===== src/rtl/oob_pkg.sv =====
package oob_pkg;

    // Kind of a quiet interval, decided from its width alone.
    typedef enum logic [1:0] {
        GAP_NONE = 2'd0,
        GAP_WAKE = 2'd1,
        GAP_INIT = 2'd2
    } gap_kind_e;

endpackage


===== src/rtl/oob_sync.sv =====
module oob_sync #(
    parameter int STAGES = 2
) (
    input  logic clk,
    input  logic rst,
    input  logic d,
    output logic q
);
    logic [STAGES-1:0] sh_d, sh_q;

    always_comb begin
        sh_d = {sh_q[STAGES-2:0], d};
    end

    always_ff @(posedge clk) begin
        if (rst) sh_q <= '0;
        else     sh_q <= sh_d;
    end

    assign q = sh_q[STAGES-1];
endmodule


===== src/rtl/oob_sample_div.sv =====
module oob_sample_div #(
    parameter int DIV = 2
) (
    input  logic clk,
    input  logic rst,
    output logic en
);
    localparam int CW = (DIV > 1) ? $clog2(DIV) : 1;

    generate
        if (DIV == 1) begin : g_pass
            assign en = 1'b1;
        end else begin : g_count
            logic [CW-1:0] cnt_d, cnt_q;
            logic          wrap;

            always_comb begin
                wrap  = (cnt_q == CW'(DIV - 1));
                cnt_d = wrap ? '0 : cnt_q + 1'b1;
            end

            always_ff @(posedge clk) begin
                if (rst) cnt_q <= '0;
                else     cnt_q <= cnt_d;
            end

            assign en = wrap;
        end
    endgenerate
endmodule


===== src/rtl/oob_seg_meas.sv =====
module oob_seg_meas #(
    parameter int CNT_W = 6
) (
    input  logic             clk,
    input  logic             rst,
    input  logic             en,
    input  logic             lvl,
    output logic             seg_end,
    output logic             seg_lvl,
    output logic [CNT_W-1:0] seg_len,
    output logic             idle_sat,
    output logic [CNT_W-1:0] seg_cnt
);
    localparam logic [CNT_W-1:0] CMAX = '1;

    typedef struct packed {
        logic             prev;
        logic [CNT_W-1:0] cnt;
    } meas_t;

    meas_t st_d, st_q;

    always_comb begin
        st_d     = st_q;
        seg_end  = 1'b0;
        idle_sat = 1'b0;
        if (en) begin
            if (lvl != st_q.prev) begin
                seg_end  = 1'b1;
                st_d.prev = lvl;
                st_d.cnt  = CNT_W'(1);
            end else if (st_q.cnt != CMAX) begin
                st_d.cnt = st_q.cnt + 1'b1;
                // Quiet interval reaches the ceiling on this sample.
                if (!st_q.prev && (st_q.cnt == CMAX - 1'b1)) idle_sat = 1'b1;
            end
        end
    end

    always_ff @(posedge clk) begin
        if (rst) st_q <= '0;
        else     st_q <= st_d;
    end

    assign seg_lvl = st_q.prev;
    assign seg_len = st_q.cnt;
    assign seg_cnt = st_q.cnt;
endmodule


===== src/rtl/oob_seq.sv =====
module oob_seq
    import oob_pkg::*;
#(
    parameter int CNT_W     = 6,
    parameter int BURST_MIN = 5,
    parameter int BURST_MAX = 13,
    parameter int WAKE_MIN  = 5,
    parameter int WAKE_MAX  = 13,
    parameter int INIT_MIN  = 14,
    parameter int INIT_MAX  = 39,
    parameter int RUN_LEN   = 4,
    localparam int RUN_W    = $clog2(RUN_LEN + 1)
) (
    input  logic             clk,
    input  logic             rst,
    input  logic             seg_end,
    input  logic             seg_lvl,
    input  logic [CNT_W-1:0] seg_len,
    input  logic             idle_sat,
    output logic             init_pulse,
    output logic             wake_pulse,
    output logic [RUN_W-1:0] run_level
);
    typedef struct packed {
        logic             armed;
        logic             pend_v;
        gap_kind_e        pend_k;
        logic [RUN_W-1:0] run;
        gap_kind_e        run_k;
        logic             init_p;
        logic             wake_p;
    } seq_t;

    seq_t st_d, st_q;

    function automatic gap_kind_e classify(input logic [CNT_W-1:0] len);
        if (len >= CNT_W'(WAKE_MIN) && len <= CNT_W'(WAKE_MAX)) return GAP_WAKE;
        if (len >= CNT_W'(INIT_MIN) && len <= CNT_W'(INIT_MAX)) return GAP_INIT;
        return GAP_NONE;
    endfunction

    gap_kind_e gk;
    logic      burst_ok;

    always_comb begin
        gk       = classify(seg_len);
        burst_ok = (seg_len >= CNT_W'(BURST_MIN)) && (seg_len <= CNT_W'(BURST_MAX));
        st_d        = st_q;
        st_d.init_p = 1'b0;
        st_d.wake_p = 1'b0;
        if (idle_sat) begin
            st_d.armed  = 1'b0;
            st_d.pend_v = 1'b0;
            st_d.run    = '0;
        end else if (seg_end && !seg_lvl) begin
            // A quiet interval has just ended.
            if (st_q.armed) begin
                if (gk == GAP_NONE) begin
                    st_d.armed  = 1'b0;
                    st_d.pend_v = 1'b0;
                    st_d.run    = '0;
                end else begin
                    if (st_q.run != '0 && gk != st_q.run_k) st_d.run = '0;
                    st_d.pend_v = 1'b1;
                    st_d.pend_k = gk;
                end
            end
        end else if (seg_end && seg_lvl) begin
            // A burst has just ended.
            if (burst_ok) begin
                st_d.armed  = 1'b1;
                st_d.pend_v = 1'b0;
                if (st_q.pend_v) begin
                    st_d.run_k = st_q.pend_k;
                    if (st_q.run == RUN_W'(RUN_LEN - 1)) begin
                        st_d.run    = '0;
                        st_d.init_p = (st_q.pend_k == GAP_INIT);
                        st_d.wake_p = (st_q.pend_k == GAP_WAKE);
                    end else begin
                        st_d.run = st_q.run + 1'b1;
                    end
                end
            end else begin
                st_d.armed  = 1'b0;
                st_d.pend_v = 1'b0;
                st_d.run    = '0;
            end
        end
    end

    always_ff @(posedge clk) begin
        if (rst) begin
            st_q        <= '0;
            st_q.pend_k <= GAP_NONE;
            st_q.run_k  <= GAP_NONE;
        end else begin
            st_q <= st_d;
        end
    end

    assign init_pulse = st_q.init_p;
    assign wake_pulse = st_q.wake_p;
    assign run_level  = st_q.run;
endmodule


===== src/rtl/oob_burst_detect.sv =====
module oob_burst_detect #(
    parameter int DIV       = 2,
    parameter int CNT_W     = 6,
    parameter int BURST_MIN = 5,
    parameter int BURST_MAX = 13,
    parameter int WAKE_MIN  = 5,
    parameter int WAKE_MAX  = 13,
    parameter int INIT_MIN  = 14,
    parameter int INIT_MAX  = 39,
    parameter int RUN_LEN   = 4
) (
    input  logic clk,
    input  logic rst,
    input  logic squelch_in,
    output logic cominit_det,
    output logic comwake_det
);
    localparam int RUN_W = $clog2(RUN_LEN + 1);

    logic             sq_sync;
    logic             sample_en;
    logic             seg_end;
    logic             seg_lvl;
    logic [CNT_W-1:0] seg_len;
    logic             idle_sat;
    logic [CNT_W-1:0] seg_cnt;
    logic [RUN_W-1:0] run_cnt;

    oob_sync #(.STAGES(2)) sync_i (
        .clk (clk),
        .rst (rst),
        .d   (squelch_in),
        .q   (sq_sync)
    );

    oob_sample_div #(.DIV(DIV)) div_i (
        .clk (clk),
        .rst (rst),
        .en  (sample_en)
    );

    oob_seg_meas #(.CNT_W(CNT_W)) meas_i (
        .clk      (clk),
        .rst      (rst),
        .en       (sample_en),
        .lvl      (sq_sync),
        .seg_end  (seg_end),
        .seg_lvl  (seg_lvl),
        .seg_len  (seg_len),
        .idle_sat (idle_sat),
        .seg_cnt  (seg_cnt)
    );

    oob_seq #(
        .CNT_W     (CNT_W),
        .BURST_MIN (BURST_MIN),
        .BURST_MAX (BURST_MAX),
        .WAKE_MIN  (WAKE_MIN),
        .WAKE_MAX  (WAKE_MAX),
        .INIT_MIN  (INIT_MIN),
        .INIT_MAX  (INIT_MAX),
        .RUN_LEN   (RUN_LEN)
    ) seq_i (
        .clk        (clk),
        .rst        (rst),
        .seg_end    (seg_end),
        .seg_lvl    (seg_lvl),
        .seg_len    (seg_len),
        .idle_sat   (idle_sat),
        .init_pulse (cominit_det),
        .wake_pulse (comwake_det),
        .run_level  (run_cnt)
    );
endmodule


===== config.mk =====
export PLATFORM = sky130hd
export DESIGN_NAME = oob_burst_detect
export DESIGN_NICKNAME = d
export VERILOG_FILES = /design/src/rtl/oob_pkg.sv /design/src/rtl/oob_sync.sv /design/src/rtl/oob_sample_div.sv /design/src/rtl/oob_seg_meas.sv /design/src/rtl/oob_seq.sv /design/src/rtl/oob_burst_detect.sv
export SDC_FILE = /design/constraint.sdc
export NUM_CORES = 1
export LEC_CHECK = 0
export ABC_CLOCK_PERIOD_IN_PS = 2800
export BUFFER_PORTS_ARGS = -buffer_cell sky130_fd_sc_hd__buf_2
export CAP_MARGIN = 20
export CORE_AREA = 2 2 51 72
export CTS_BUF_LIST = sky130_fd_sc_hd__clkbuf_8
export CTS_CLUSTER_DIAMETER = 200
export DETAILED_ROUTE_END_ITERATION = 8
export DIE_AREA = 0 0 53 74
export PLACE_DENSITY = 0.46
export SYNTH_ARGS = -nofsm -noshare
export SYNTH_HDL_FRONTEND = slang
export SYNTH_SLANG_ARGS = --single-unit

===== constraint.sdc =====
create_clock -name clk -period 2.8 [get_ports clk]
set_input_delay 0.56 -clock clk [delete_from_list [all_inputs] [get_ports clk]]
set_output_delay 0.56 -clock clk [all_outputs]
set_load 0.02 [all_outputs]

After elaboration in Yosys (flattened, before gate mapping)
Index checks and enable logic that the tools add are counted.
W data, S select, Z words.
- output and inout port bits: 2
- bits in registers: 21
- input port bits: 3
- logic and storage cells: 85
- reduce and logical (&&, ||, !) cells: 20
- $lt $le $gt $ge: 4
- add/subtract/negate cells: 3
- bitwise operators: 7
- muxes and demuxes: 30
- equality and inequality tests: 10
- operator list (cell ; count):
    $mux W7 ; 3
    $mux W2 ; 9
    $mux W3 ; 5
    $mux W6 ; 2
    $mux W1 ; 10
    $reduce_and A4 Y1 ; 2
    $not A1 Y1 ; 7
    $reduce_or A7 Y1 ; 1
    $add A6 B1 Y6 const B ; 1
    $eq A6 B6 Y1 const B ; 1
    $ge A6 B3 Y1 const B ; 1
    $ge A6 B4 Y1 const B ; 1
    $le A6 B4 Y1 const B ; 1
    $le A6 B6 Y1 const B ; 1
    $logic_and A1 B1 Y1 ; 6
    $ne A6 B6 Y1 const B ; 1
    $reduce_and A2 Y1 ; 3
    $reduce_and A5 Y1 ; 1
    $mux W4 ; 1
    $reduce_bool A2 Y1 ; 2
    $reduce_or A2 Y1 ; 2
    $add A3 B1 Y3 const B ; 1
    $eq A3 B2 Y1 const B ; 1
    $ne A3 B2 Y1 const B ; 1
    other kinds (10) ; 10

Longest topological paths before layout
- depth in word-level cells: 12
- mapped depth: 7

Hierarchy
From an unflattened synthesis, not the netlist that was laid out.
- cell total of the unflattened synthesis: 132
- area, all modules: 1192.4 um^2
- by module, submodules not included (module ; area each (um^2) ; times used ; cells each):
    oob_seq ; 653.1 ; 1 ; 74
    oob_seg_meas ; 462.9 ; 1 ; 52
    oob_sync ; 52.6 ; 1 ; 4
    oob_sample_div ; 23.8 ; 1 ; 2

Worst setup path before layout
Ideal clock, no wire load.
- kind: reg-to-reg
- start: register meas_i.st_q (netlist bit meas_i.seg_cnt[0])
- end: register seq_i.st_q (netlist bit seq_i.wake_pulse)
- slack: 0.815 ns
- data arrival time: 1.912 ns
- cell stages (with the launch flop): 8
- library setup time: 0.073 ns
- cells stage by stage: dfxtp_1 -> inv_1 -> ha_1 -> nor2_1 -> a311o_4 -> nor3_4 -> or3b_1 -> nor3b_2
- cells in the longest elaborated chain, start to end: 7
- ends and longest elaborated chain (item ; RTL line ; text):
    start: declaration ; oob_seg_meas.sv:21 ; meas_t st_d, st_q;
    start signal: assignment ; oob_seg_meas.sv:42 ; else st_q <= st_d;
    $eq A6 B6 Y1 ; oob_seg_meas.sv:35 ; if (!st_q.prev && (st_q.cnt == CMAX - 1'b1)) idle_sat = 1'b1;
    $logic_and A1 B1 Y1 ; oob_seg_meas.sv:35 ;
    $mux W1 ; oob_seg_meas.sv:35 ;
    $mux W1 ; oob_seg_meas.sv:32 ; end else if (st_q.cnt != CMAX) begin
    $mux W1 ; oob_seg_meas.sv:28 ; if (lvl != st_q.prev) begin
    $mux W1 ; oob_seg_meas.sv:27 ; if (en) begin
    $reduce_or A7 Y1 (no line) * ; - ;
    end signal: assignment ; oob_seq.sv:97 ; st_q <= st_d;
    end: declaration ; oob_seq.sv:34 ; seq_t st_d, st_q;
Mark *: on every way between the ends. The rest lies on a longest branch, timed or not.
A chain may end at the register's enable or synchronous reset.

Worst setup path after layout
- start: register meas_i.st_q (netlist bit meas_i.seg_cnt[1])
- end: register seq_i.st_q (netlist bit seq_i.wake_pulse)
Same word-level chain as after synthesis.

==> results_tabular.tex <==
\begin{tabular}{lr}
\hline
Metric & Value \\
\hline
\multicolumn{2}{l}{\textbf{Setup path}} \\
Worst endpoint required time & 2.99 ns \\
Crit end category & flop \\
Launching point of the worst reg2reg path & meas\_i.seg\_cnt[1] \\
Maximum fanout count along the critical path & 7 \\
Setup slack, reg-to-reg & 0.68 ns \\
Startpoint kind of the worst setup timing path & flop \\
Crit-path max cell delay & 0.43 ns \\
Reg-to-reg critical path endpoint & seq\_i.wake\_pulse \\
Depth of the worst register-to-register path & 7 \\
Critical path start-end classification & flop to flop \\
Ordered cell list for the critical path & inv\_1 > ha\_1 > nor2\_1 > a311o\_4 > nor3\_4 > or3b\_1 > nor3b\_2 \\
Master of the slowest instance on the critical path & a311o\_4 \\
Worst endpoint data arrival time & 2.31 ns \\
\multicolumn{2}{l}{\textbf{Synth}} \\
Post-synthesis sequential area ratio & 0.380 \\
Most repeated cell in the gate-level netlist after synthesis & dfxtp\_1 \\
Share of the synthesized area in the top cell type & 0.380 \\
Share of flip-flops with an asynchronous set or reset after synthesis & 0 \\
Distinct cells, synth & 38 \\
Post-Syn Instances & 124 \\
EDFF count, synth & 0 \\
Avg Inst Size Synth & 8.92 um2 \\
Top area cells in the synthesized netlist & dfxtp\_1 38\%, ha\_1 6.8\%, nor2\_1 5.1\% \\
Cell types with the highest counts after synthesis & 21 x dfxtp\_1, 15 x nor2\_1, 11 x a21oi\_1, 8 x inv\_1 \\
Number of warnings reported in the yosys synthesis log & 0 \\
Synthesized cell area & 0.00111 mm2 \\
Seq cells post-synth & 21 \\
Largest area contributor in the synthesized netlist & dfxtp\_1 \\
Number of nets produced by synthesis & 133 \\
Ys flop type & dfxtp\_1 \\
\multicolumn{2}{l}{\textbf{Power}} \\
Net Sw Frac & 0.231 \\
Proportion of power drawn by combinational gates & 0.061 \\
Worst-case vdd ir drop & 0.000207 V \\
Power consumption & 0.540 mW \\
Net load switching power & 0.125 mW \\
Leak Pwr & 0.465 nW \\
Internal & 0.416 mW \\
Fraction of power consumed by the clock network & 0.365 \\
Power density over the cells & 451 mW/mm2 \\
Sequential Power Share & 0.574 \\
\multicolumn{2}{l}{\textbf{Global route}} \\
Antenna violations before repair & 0 \\
Vias in the first global route & 831 \\
Wire length of the first global-routing pass & 3.80 mm \\
Total global routing track utilization & 0.132 \\
Largest net degree at the start of global routing & 14 \\
GRT Residual Overflow & 0 \\
\multicolumn{2}{l}{\textbf{Drt}} \\
Avg WL per Cell & 13.0 um \\
Number of vias in the routed layout & 843 \\
Total iterations of the first detailed-routing run & 4 \\
Drt first-iter violations & 12 \\
Via density & 5.02 \\
Drt drc & 0 \\
Aggregate routed wire length & 2.19 mm \\
Antenna-violating nets left & 0 \\
\multicolumn{2}{l}{\textbf{Run}} \\
Max-cap violations & 0 \\
\multicolumn{2}{l}{\textbf{STA}} \\
Max-slew violation count & 0 \\
Final worst-path setup slack & 0.678 ns \\
Final setup fails & 0 \\
Worst hold slack after final layout & 0.439 ns \\
Setup Total Neg Slack & 0 ns \\
Final Critical Period & 2.12 ns \\
Final clock period utilization by the worst path & 0.758 \\
Number of hold-slack violations in the final timing report & 0 \\
Post-route clock skew & 0.00573 ns \\
Unrepaired setup endpoints after global routing & false \\
Slew @ Worst Pin & 0.468 ns \\
Max-slew headroom at the worst pin & 0.688 \\
Achievable clock frequency & 0.471 GHz \\
\multicolumn{2}{l}{\textbf{Floorplanning}} \\
Die height & 74 um \\
Number of top-level pins & 5 \\
Total number of placement rows & 25 \\
Die ar. & 0.00392 mm2 \\
Die Wd & 53 um \\
Starting utilization of the core area & 0.337 \\
Total core area & 0.00328 mm2 \\
\multicolumn{2}{l}{\textbf{Placed design}} \\
Detail Placement HPWL & 1.69 mm \\
Weighted congestion reported at the end of routability-driven placement & 0.784 \\
Placed Cells incl. Taps & 164 \\
Worst setup slack before clock tree synthesis & 0.665 ns \\
Post-place instance area & 0.00115 mm2 \\
Count of buffers inserted at the top-level ports & 4 \\
\multicolumn{2}{l}{\textbf{Status}} \\
Status & complete, no violations \\
\multicolumn{2}{l}{\textbf{Final layout}} \\
Utilization after layout & 0.365 \\
Number of nets in the layout & 138 \\
Non-filler instance count after layout & 168 \\
Fraction of layout cells with a size suffix above 1 & 0.133 \\
Area growth from synthesis to final layout & 8.37\% \\
Antenna diode instance count & 0 \\
Post-route cell area & 0.00120 mm2 \\
\multicolumn{2}{l}{\textbf{CTS}} \\
H-Tree Depth & 1 \\
TritonCTS clock tree & done \\
Maximum number of buffers from clock root to sink & 2 \\
Total number of clock tree sinks & 21 \\
Clock buffers created by TritonCTS & 3 \\
Hold buffer count at cts & 0 \\
Number of gates given a new drive strength after cts & 0 \\
\# Post-CTS Setup Buffers & 0 \\
Source-to-sink clock delay at the later pin of the worst-skew pair & 0.26 ns \\
Buffer cell driving the clock tree root & clkbuf\_8 \\
Clock-pin transition on the worst setup and hold timing paths & 0.08 ns \\
\multicolumn{2}{l}{\textbf{Min path}} \\
Startpoint of the tightest hold check path & sync\_i.sh\_q[0] \\
Hold worst-path end & sync\_i.sh\_q[1] \\
Hold Path Cell Cnt & 1 \\
Worst hold path type & flop to flop \\
\hline
\end{tabular}
==> per-layer routing <==
metal	GRT usage	part of all wire
met2	0.232	0.52
met3	0.0181	0.025
met5	0	0
met1	0.154	0.43
met4	0.0684	0.020
==> cell usage in the layout (no fill, tap or decap) <==
cell / Yosys / layout
clkbuf_8: 0 / 3
o21bai_1: 2 / 2
nand3_1: 4 / 4
ha_1: 6 / 6
a311oi_1: 1 / 1
a221oi_1: 1 / 1
o221a_2: 1 / 1
xnor2_1: 3 / 3
nand2_1: 5 / 5
nor2b_1: 5 / 5
or3b_1: 1 / 1
clkinv_2: 0 / 1
nor2_1: 15 / 15
nor3b_1: 1 / 1
o21ai_0: 2 / 2
a211oi_1: 2 / 2
nand3b_1: 1 / 1
o211ai_1: 1 / 1
a2bb2oi_1: 1 / 1
nor3_1: 1 / 1
nor3_4: 1 / 1
o22ai_1: 1 / 1
inv_1: 8 / 8
or2_2: 1 / 1
mux2i_1: 3 / 3
and3_1: 2 / 2
a31oi_1: 4 / 4
o31ai_1: 1 / 1
xor2_1: 2 / 2
nand2b_1: 6 / 6
buf_2: 1 / 4
a21oi_1: 11 / 11
o311a_2: 1 / 1
a21bo_2: 1 / 1
a311o_4: 1 / 1
dfxtp_1: 21 / 21
and4_2: 1 / 1
nor3b_2: 2 / 2
==> registers in the layout (all words and copies together), names as in the netlist <==
name,count
seq_i.wake_pulse,1
seq_i.run_level,3
div_i.en,1
sync_i.sh_q,2
meas_i.seg_cnt,6
seq_i.st_q,6
seq_i.init_pulse,1
meas_i.seg_lvl,1
==> cell families after synthesis <==
| logic type | count (synthesis) | synth area share |
|---|---|---|
| compound gates | 31 | 0.199 |
| xor+xnor | 5 | 0.0396 |
| fa+ha+maj | 6 | 0.0679 |
| buf+inv | 12 | 0.0486 |
| flops | 21 | 0.380 |
| mux | 3 | 0.0272 |
| simple gates | 46 | 0.238 |
==> power by group through the flow <==
stage	clock (mW)	sequential (mW)	combinational [mW]
finish	0.197	0.310	0.0329
global route	0.216	0.312	0.0385
CTS	0.205	0.310	0.0333
detailed placement	0	0.318	0.0330
global placement	0	0.317	0.0330
floorplan	0	0.314	0.0282
==> final cells by class <==
type	instances	area [um2]
inverter	8	30.0
fill	349	2090
timing repair buffer	4	20.0
multi-input combinational	91	632
sequential	21	420
tap	40	50.0
clock inverter	1	5.00
clock buffer	3	41.3
==> worst max path at each step <==
stage | slack, ns | endpoint | start
6_report | 0.68 | seq_i.wake_pulse | meas_i.seg_cnt[1]
2_1_floorplan | 0.82 | seq_i.wake_pulse | meas_i.seg_cnt[0]
5_1_grt | 0.55 | seq_i.wake_pulse | meas_i.seg_cnt[1]
3_5_place_dp | 0.67 | seq_i.wake_pulse | meas_i.seg_cnt[1]
3_3_place_gp | 0.75 | seq_i.wake_pulse | meas_i.seg_cnt[0]
4_1_cts | 0.65 | seq_i.wake_pulse | meas_i.seg_cnt[0]
==> worst max-delay path: cells and delay by family, from the launching register on <==
| family | cells | cell delay, ns |
|---|---|---|
| buffers and inverters | 1 | 0.11 |
| and+or+nand+nor | 4 | 1.01 |
| DFF | 1 | 0.35 |
| adders and majority gates | 1 | 0.17 |
| AOI/OAI and AO/OA | 1 | 0.43 |
Note: power is estimated with default switching activity, not from simulation.
